==> src/rtl/spi_irq_pkg.sv <==
package spi_irq_pkg;
  localparam int unsigned REG_W = 32;

  localparam int unsigned BIT_TX_EMPTY   = 2;
  localparam int unsigned BIT_TX_UNDER   = 3;
  localparam int unsigned BIT_RX_FULL    = 4;
  localparam int unsigned BIT_RX_OVER    = 5;
  localparam int unsigned BIT_TX_HALF    = 6;
  localparam int unsigned BIT_RX_NONEMPT = 8;
  localparam int unsigned BIT_GATE       = 31;

  localparam logic [REG_W-1:0] FLAG_VALID =
    (REG_W'(1) << BIT_TX_EMPTY) | (REG_W'(1) << BIT_TX_UNDER) |
    (REG_W'(1) << BIT_RX_FULL)  | (REG_W'(1) << BIT_RX_OVER)  |
    (REG_W'(1) << BIT_TX_HALF)  | (REG_W'(1) << BIT_RX_NONEMPT);

  localparam logic [REG_W-1:0] GATE_VALID = REG_W'(1) << BIT_GATE;

  typedef struct packed {
    logic gate;
    logic flags;
    logic mask;
  } reg_sel_t;
endpackage

==> src/rtl/isc_decode.sv <==
module isc_decode
  import spi_irq_pkg::*;
#(
  parameter int unsigned ADDR_W   = 8,
  parameter int unsigned OFF_GATE = 'h1C,
  parameter int unsigned OFF_FLAG = 'h20,
  parameter int unsigned OFF_MASK = 'h28
) (
  input  logic [ADDR_W-1:0] addr,
  input  logic              wr,
  input  logic [REG_W-1:0]  gate_q,
  input  logic [REG_W-1:0]  flags_q,
  input  logic [REG_W-1:0]  mask_q,
  output reg_sel_t          wr_sel,
  output logic [REG_W-1:0]  rdata
);
  reg_sel_t hit;

  always_comb begin
    hit.gate  = (addr == ADDR_W'(OFF_GATE));
    hit.flags = (addr == ADDR_W'(OFF_FLAG));
    hit.mask  = (addr == ADDR_W'(OFF_MASK));
  end

  always_comb begin
    wr_sel.gate  = wr & hit.gate;
    wr_sel.flags = wr & hit.flags;
    wr_sel.mask  = wr & hit.mask;
  end

  always_comb begin
    rdata = '0;
    if (hit.gate)  rdata = gate_q;
    if (hit.flags) rdata = flags_q;
    if (hit.mask)  rdata = mask_q;
  end
endmodule

==> src/rtl/isc_flags.sv <==
module isc_flags
  import spi_irq_pkg::*;
(
  input  logic             clk,
  input  logic             rst_n,
  input  logic             soft_rst,
  input  logic             tog_we,
  input  logic [REG_W-1:0] tog_val,
  input  logic [REG_W-1:0] evt_in,
  input  logic [REG_W-1:0] lvl_in,
  output logic [REG_W-1:0] flags_q
);
  logic [REG_W-1:0] set_in;

  always_comb set_in = evt_in | lvl_in;

  for (genvar b = 0; b < REG_W; b++) begin : g_bit
    if (FLAG_VALID[b]) begin : g_live
      logic d_bit;
      logic q_bit;
      logic en_bit;

      always_comb begin
        en_bit = soft_rst | tog_we | set_in[b];
        if (soft_rst) d_bit = 1'b0;
        else          d_bit = (q_bit ^ (tog_we & tog_val[b])) | set_in[b];
      end

      always_ff @(posedge clk or negedge rst_n) begin
        if (!rst_n)      q_bit <= 1'b0;
        else if (en_bit) q_bit <= d_bit;
      end

      assign flags_q[b] = q_bit;
    end else begin : g_dead
      assign flags_q[b] = 1'b0;
    end
  end

  p_level_reassert_r5: assert property (@(posedge clk) disable iff (!rst_n)
    (lvl_in[BIT_RX_NONEMPT] && !soft_rst) |=> flags_q[BIT_RX_NONEMPT]);

  p_full_reassert_r5: assert property (@(posedge clk) disable iff (!rst_n)
    (lvl_in[BIT_RX_FULL] && !soft_rst) |=> flags_q[BIT_RX_FULL]);

  p_event_wins_r6: assert property (@(posedge clk) disable iff (!rst_n)
    (evt_in[BIT_TX_UNDER] && tog_we && !soft_rst) |=> flags_q[BIT_TX_UNDER]);

  p_toggle_r3: assert property (@(posedge clk) disable iff (!rst_n)
    (tog_we && !soft_rst && set_in == '0) |=>
      flags_q == ($past(flags_q) ^ ($past(tog_val) & FLAG_VALID)));

  p_hold_r3: assert property (@(posedge clk) disable iff (!rst_n)
    (!tog_we && !soft_rst && set_in == '0) |=> $stable(flags_q));

  p_soft_clear_r8: assert property (@(posedge clk) disable iff (!rst_n)
    soft_rst |=> flags_q == '0);
endmodule

==> src/rtl/isc_ctl_regs.sv <==
module isc_ctl_regs
  import spi_irq_pkg::*;
(
  input  logic             clk,
  input  logic             rst_n,
  input  logic             soft_rst,
  input  logic             gate_we,
  input  logic             mask_we,
  input  logic [REG_W-1:0] wdata,
  output logic [REG_W-1:0] gate_q,
  output logic [REG_W-1:0] mask_q
);
  logic [REG_W-1:0] gate_d, mask_d;
  logic             gate_en, mask_en;

  always_comb begin
    gate_en = soft_rst | gate_we;
    mask_en = soft_rst | mask_we;
    gate_d  = soft_rst ? '0 : (wdata & GATE_VALID);
    mask_d  = soft_rst ? '0 : (wdata & FLAG_VALID);
  end

  always_ff @(posedge clk or negedge rst_n) begin
    if (!rst_n)       gate_q <= '0;
    else if (gate_en) gate_q <= gate_d;
  end

  always_ff @(posedge clk or negedge rst_n) begin
    if (!rst_n)       mask_q <= '0;
    else if (mask_en) mask_q <= mask_d;
  end

  p_ctl_soft_clear_r8: assert property (@(posedge clk) disable iff (!rst_n)
    soft_rst |=> (gate_q == '0 && mask_q == '0));

  p_ctl_hold_r2: assert property (@(posedge clk) disable iff (!rst_n)
    (!soft_rst && !gate_we && !mask_we) |=> ($stable(gate_q) && $stable(mask_q)));
endmodule

==> src/rtl/isc_irq_out.sv <==
module isc_irq_out
  import spi_irq_pkg::*;
(
  input  logic             clk,
  input  logic             rst_n,
  input  logic [REG_W-1:0] gate_q,
  input  logic [REG_W-1:0] flags_q,
  input  logic [REG_W-1:0] mask_q,
  output logic             irq_o
);
  logic irq_d;

  always_comb irq_d = gate_q[BIT_GATE] & (|(flags_q & mask_q));

  always_ff @(posedge clk or negedge rst_n) begin
    if (!rst_n) irq_o <= 1'b0;
    else        irq_o <= irq_d;
  end

  p_gate_off_r7: assert property (@(posedge clk) disable iff (!rst_n)
    !gate_q[BIT_GATE] |=> !irq_o);

  p_no_source_r7: assert property (@(posedge clk) disable iff (!rst_n)
    ((flags_q & mask_q) == '0) |=> !irq_o);

  p_raise_r7: assert property (@(posedge clk) disable iff (!rst_n)
    (gate_q[BIT_GATE] && (flags_q & mask_q) != '0) |=> irq_o);
endmodule

==> src/rtl/spi_irq_status.sv <==
module spi_irq_status
  import spi_irq_pkg::*;
#(
  parameter int unsigned ADDR_W   = 8,
  parameter int unsigned OFF_GATE = 'h1C,
  parameter int unsigned OFF_FLAG = 'h20,
  parameter int unsigned OFF_MASK = 'h28
) (
  input  logic              clk,
  input  logic              rst_n,
  input  logic [ADDR_W-1:0] bus_addr,
  input  logic              bus_wr,
  input  logic [31:0]       bus_wdata,
  output logic [31:0]       bus_rdata,
  input  logic              soft_rst,
  input  logic              ev_xfer,
  input  logic              ev_tx_underrun,
  input  logic              ev_rx_overrun,
  input  logic              ev_tx_half,
  input  logic              lv_rx_nonempty,
  input  logic              lv_rx_full,
  output logic              irq_o
);
  reg_sel_t         wr_sel;
  logic [REG_W-1:0] gate_q, flags_q, mask_q;
  logic [REG_W-1:0] evt_vec, lvl_vec;

  always_comb begin
    evt_vec = '0;
    evt_vec[BIT_TX_EMPTY]   = ev_xfer;
    evt_vec[BIT_RX_NONEMPT] = ev_xfer;
    evt_vec[BIT_TX_UNDER]   = ev_tx_underrun;
    evt_vec[BIT_RX_OVER]    = ev_rx_overrun;
    evt_vec[BIT_TX_HALF]    = ev_tx_half;
    lvl_vec = '0;
    lvl_vec[BIT_RX_NONEMPT] = lv_rx_nonempty;
    lvl_vec[BIT_RX_FULL]    = lv_rx_full;
  end

  isc_decode #(
    .ADDR_W(ADDR_W), .OFF_GATE(OFF_GATE), .OFF_FLAG(OFF_FLAG), .OFF_MASK(OFF_MASK)
  ) u_decode (
    .addr(bus_addr), .wr(bus_wr), .gate_q(gate_q), .flags_q(flags_q),
    .mask_q(mask_q), .wr_sel(wr_sel), .rdata(bus_rdata)
  );

  isc_flags u_flags (
    .clk(clk), .rst_n(rst_n), .soft_rst(soft_rst), .tog_we(wr_sel.flags),
    .tog_val(bus_wdata), .evt_in(evt_vec), .lvl_in(lvl_vec), .flags_q(flags_q)
  );

  isc_ctl_regs u_ctl (
    .clk(clk), .rst_n(rst_n), .soft_rst(soft_rst), .gate_we(wr_sel.gate),
    .mask_we(wr_sel.mask), .wdata(bus_wdata), .gate_q(gate_q), .mask_q(mask_q)
  );

  isc_irq_out u_irq (
    .clk(clk), .rst_n(rst_n), .gate_q(gate_q), .flags_q(flags_q),
    .mask_q(mask_q), .irq_o(irq_o)
  );

  p_xfer_sets_r4: assert property (@(posedge clk) disable iff (!rst_n)
    (ev_xfer && !soft_rst) |=> (bus_addr != ADDR_W'(OFF_FLAG)) ||
      (bus_rdata[BIT_TX_EMPTY] && bus_rdata[BIT_RX_NONEMPT]));

  p_unused_read_zero_r9: assert property (@(posedge clk) disable iff (!rst_n)
    (bus_addr == ADDR_W'(OFF_MASK)) |-> (bus_rdata & ~FLAG_VALID) == '0);
endmodule

==> config.mk <==
export PLATFORM = sky130hd
export DESIGN_NAME = spi_irq_status
export DESIGN_NICKNAME = d
export VERILOG_FILES = /design/src/rtl/spi_irq_pkg.sv /design/src/rtl/isc_decode.sv /design/src/rtl/isc_flags.sv /design/src/rtl/isc_ctl_regs.sv /design/src/rtl/isc_irq_out.sv /design/src/rtl/spi_irq_status.sv
export SDC_FILE = /design/constraint.sdc
export NUM_CORES = 1
export LEC_CHECK = 0
export BUFFER_PORTS_ARGS = -buffer_cell sky130_fd_sc_hd__buf_2
export CORE_MARGIN = 4
export CORE_UTILIZATION = 46
export CTS_BUF_LIST = sky130_fd_sc_hd__clkbuf_8
export DETAILED_ROUTE_END_ITERATION = 16
export PLACE_DENSITY = 0.88
export SLEW_MARGIN = 15
export SYNTH_ARGS = -nofsm -noshare
export SYNTH_HDL_FRONTEND = slang
export SYNTH_SLANG_ARGS = --single-unit
==> constraint.sdc <==
create_clock -name clk -period 1.99 [get_ports clk]
set_clock_uncertainty 0.15 [all_clocks]
set_input_delay 0.199 -clock clk [delete_from_list [all_inputs] [get_ports clk]]
set_output_delay 0.199 -clock clk [all_outputs]
set_load 0.05 [all_outputs]
==> impl_metrics.env <==
export IMPL_core_area_sq_um=2500
export IMPL_hold_depth=3
export IMPL_final_hold_violation_count=0
export IMPL_via_count=979
export IMPL_die_area_sq_um=3510
export IMPL_die_w_um=59.2
export IMPL_grt_max_degree=21
export IMPL_status="complete, no violations"
export IMPL_seq_area_frac_synth_pct=29.0
export IMPL_post_route_period_util_pct=84.3
export IMPL_start_kind="input pin"
export IMPL_setup_viol=0
export IMPL_cp_data_arrival_time_ns=1.33
export IMPL_hold_start="bus_wdata[31]"
export IMPL_synth_simple_area_share_pct=28.5
export IMPL_irDropWorstVdd_v=0.000343
export IMPL_path_buf_inv=2
export IMPL_grt_pass1_wl_um=4310
export IMPL_place_congestion=0.794
export IMPL_worstPathMaxFanout=2
export IMPL_cts_num_sinks=14
export IMPL_wirelength_um=2850
export IMPL_fin_ws_ns=0.312
export IMPL_crit_path_end_kind="primary output"
export IMPL_min_path_type="in2reg"
export IMPL_power_total_w=0.000797
export IMPL_h_tree_depth=1
export IMPL_antenna_found_initial=0
export IMPL_crit_family="simple AND/OR/NAND/NOR gates"
export IMPL_fin_crit_ns=1.68
export IMPL_grt_total_usage_pct=16.3
export IMPL_cts_tree="done"
export IMPL_crit_top_cell="buf_2"
export IMPL_timing_fmax_ghz=0.596
export IMPL_grt_pass1_vias=947
export IMPL_synthAdderAreaFrac_pct=0
export IMPL_drt_vias_per_instance=5.21
export IMPL_synth_warnings=0
export IMPL_crit_required_ns=1.64
export IMPL_utilization_pct=54.6
export IMPL_diodes=0
export IMPL_clk_pin_slew_ns=0.06
export IMPL_power_frac_seq_pct=37.9
export IMPL_first_pass_iters=4
export IMPL_synth_xor_area_share_pct=0
export IMPL_cp_depth=4
export IMPL_synth_top_family_by_area="simple AND/OR/NAND/NOR gates"
export IMPL_p_leak_nw=0.696
export IMPL_p_sw_w=0.000275
export IMPL_criticalPathCategory="in2out"
export IMPL_cp_slowest_cell="or4_1"
export IMPL_reg2regPathDepth=3
export IMPL_clkPwrFrac_pct=35.2
export IMPL_synth_compound_area_share_pct=13.0
export IMPL_yosysTopAreaCellShare_pct=29.0
export IMPL_initial_core_util_pct=48.3
export IMPL_slew_violations=0
export IMPL_ys_types=28
export IMPL_ios=83
export IMPL_drc=0
export IMPL_antenna_left=0
export IMPL_syn_inst=125
export IMPL_crit_chain="buf_2 -> or4_1 -> nor3_2 -> buf_2"
export IMPL_p_int_w=0.000522
export IMPL_muxShareOfSynthArea_pct=10.8
export IMPL_pwr_share_comb_pct=27.0
export IMPL_r2r_end="u_flags.g_bit[8].g_live.q_bit"
export IMPL_finalNetCount=209
export IMPL_r2r_start="u_flags.g_bit[8].g_live.q_bit"
export IMPL_post_cts_buffers=0
export IMPL_syn2layout_area_growth_pct=13.1
export IMPL_overflow=0
export IMPL_rsz0062_at_grt="no"
export IMPL_max_stage_delay_ns=0.58
export IMPL_synth_area_leaders="dfrtp_1 (29%), buf_4 (16%), mux2i_1 (11%)"
export IMPL_holdPathEnd="u_ctl.gate_q[31]"
export IMPL_setup_tns_ns=0
export IMPL_p_sw_share_pct=34.5
export IMPL_post_place_ws_ns=0.311
export IMPL_clock_latency_ns=0.25
export IMPL_synth_top_area_cell="dfrtp_1"
export IMPL_die_h_um=59.2
export IMPL_numCtsBuffers=3
export IMPL_r2r_slack_ns=0.61
export IMPL_cts_buffer_depth=2
export IMPL_drive_above_1_share_pct=34.8
export IMPL_syn_area_per_cell_sq_um=9.66
export IMPL_drv_cap=0
export IMPL_yosys_register_bits=14
export IMPL_portBuffers=32
export IMPL_synth_area_sq_um=1210
export IMPL_clockRootBuffer="clkbuf_8"
export IMPL_drt_iter0_markers=44
export IMPL_routedWlPerCell_um=15.2
export IMPL_dpl_hpwl_um=2140
export IMPL_num_rows=18
export IMPL_power_density_nw_per_um2=584
## metal layers
metal,vias up,share of wire (%),global-route usage (%)
li1,458,-,-
met1,472,38,18.1
met2,45,52,30.0
met3,4,8.5,3.05
met4,0,1.1,6.47
met5,-,0,0
## Yosys cell counts
cell	n
mux2i_1	13
buf_6	1
nor3_1	1
nor2_1	7
clkbuf_1	3
inv_1	2
nor3_2	1
nor3b_2	1
nand4b_1	1
nand2b_1	14
or3_1	1
conb_1	1
a22oi_1	3
nor2b_1	6
a211oi_2	6
dfrtp_1	14
and3_1	2
nand3_4	1
a41oi_1	6
or2_2	5
and3b_1	5
and4bb_2	1
nand2_1	1
or4_1	1
buf_2	1
nor4_4	1
buf_4	25
a31oi_1	1
## sequential cells by signal (all words and copies together), names as in the netlist
| register | count |
|---|---|
| u_ctl.mask_q | 6 |
| u_ctl.gate_q | 1 |
| u_irq.irq_o | 1 |
| u_flags.g_bit.g_live.q_bit | 6 |
## metrics by stage
step | std cells | hold slack (ns) | area [sq um]
2_1_floorplan | 149 | -0.247 | 1300
3_3_place_gp | 183 | -0.0404 | 1300
3_5_place_dp | 183 | -0.0389 | 1300
4_1_cts | 188 | 0.0629 | 1370
5_1_grt | 188 | 0.0705 | 1370
6_report | 188 | 0.0640 | 1370
## final cells by class
type	instances	area (sq um)
fillers	227	1130
multi-input cells	103	729
flip-flops and latches	14	350
repair buffers	35	185
clock buffers	4	55.1
well taps	30	37.5
inverters	2	7.51
## cells in the final DEF, fill, tap and decap left out
master         count
nor2_1             7
buf_2             32
a31oi_1            1
nand2_1            1
nand3_4            1
or4_1              1
and3_1             2
nor3_2             2
nor2b_1            6
dfrtp_1           14
conb_1            25
nand2b_1          14
buf_4              2
inv_1              2
or3_1              1
clkbuf_8           4
and4bb_2           1
nand4b_1           1
mux2i_1           13
a22oi_1            3
a41oi_1            6
and3b_1            5
nor3b_2            1
nor4_4             1
or2_2              5
a211oi_2           6
dlygate4sd3_1      1
## timing repair
action | 4_1_cts | 5_1_grt
endpoints found under the hold margin | 14 | 0
hold buffers | 1 | 0
gates resized for setup | 0 | 0
## tightest hold or removal path, cell delays in order
cell and delay [ns]:
buf_2 0.10, nand2b_1 0.06, mux2i_1 0.06
## power by group through the flow
stage                     Combinational, W  Sequential, W  Clock [W]
after detailed placement          0.000211       0.000306          0
after global placement            0.000206       0.000305          0
after global routing              0.000228       0.000302   0.000300
final                             0.000215       0.000302   0.000280
after floorplan                   0.000202       0.000304          0
after CTS                         0.000213       0.000301   0.000283
## kinds of logic after synthesis
logic type / count (synthesis)
mux: 13
buf+inv: 32
compound gates: 16
flops: 14
simple gates: 49
other cells: 1
## how the worst max path moves through the flow
stage / startpoint / slack [ns] / to
2_1_floorplan: bus_addr[7] / 0.07 / bus_rdata[2]
3_3_place_gp: bus_addr[7] / 0.32 / bus_rdata[31]
3_5_place_dp: bus_addr[7] / 0.31 / bus_rdata[31]
4_1_cts: bus_addr[7] / 0.30 / bus_rdata[31]
5_1_grt: bus_addr[7] / 0.28 / bus_rdata[8]
6_report: bus_addr[7] / 0.31 / bus_rdata[31]
Power figures use the tool's default switching activity.
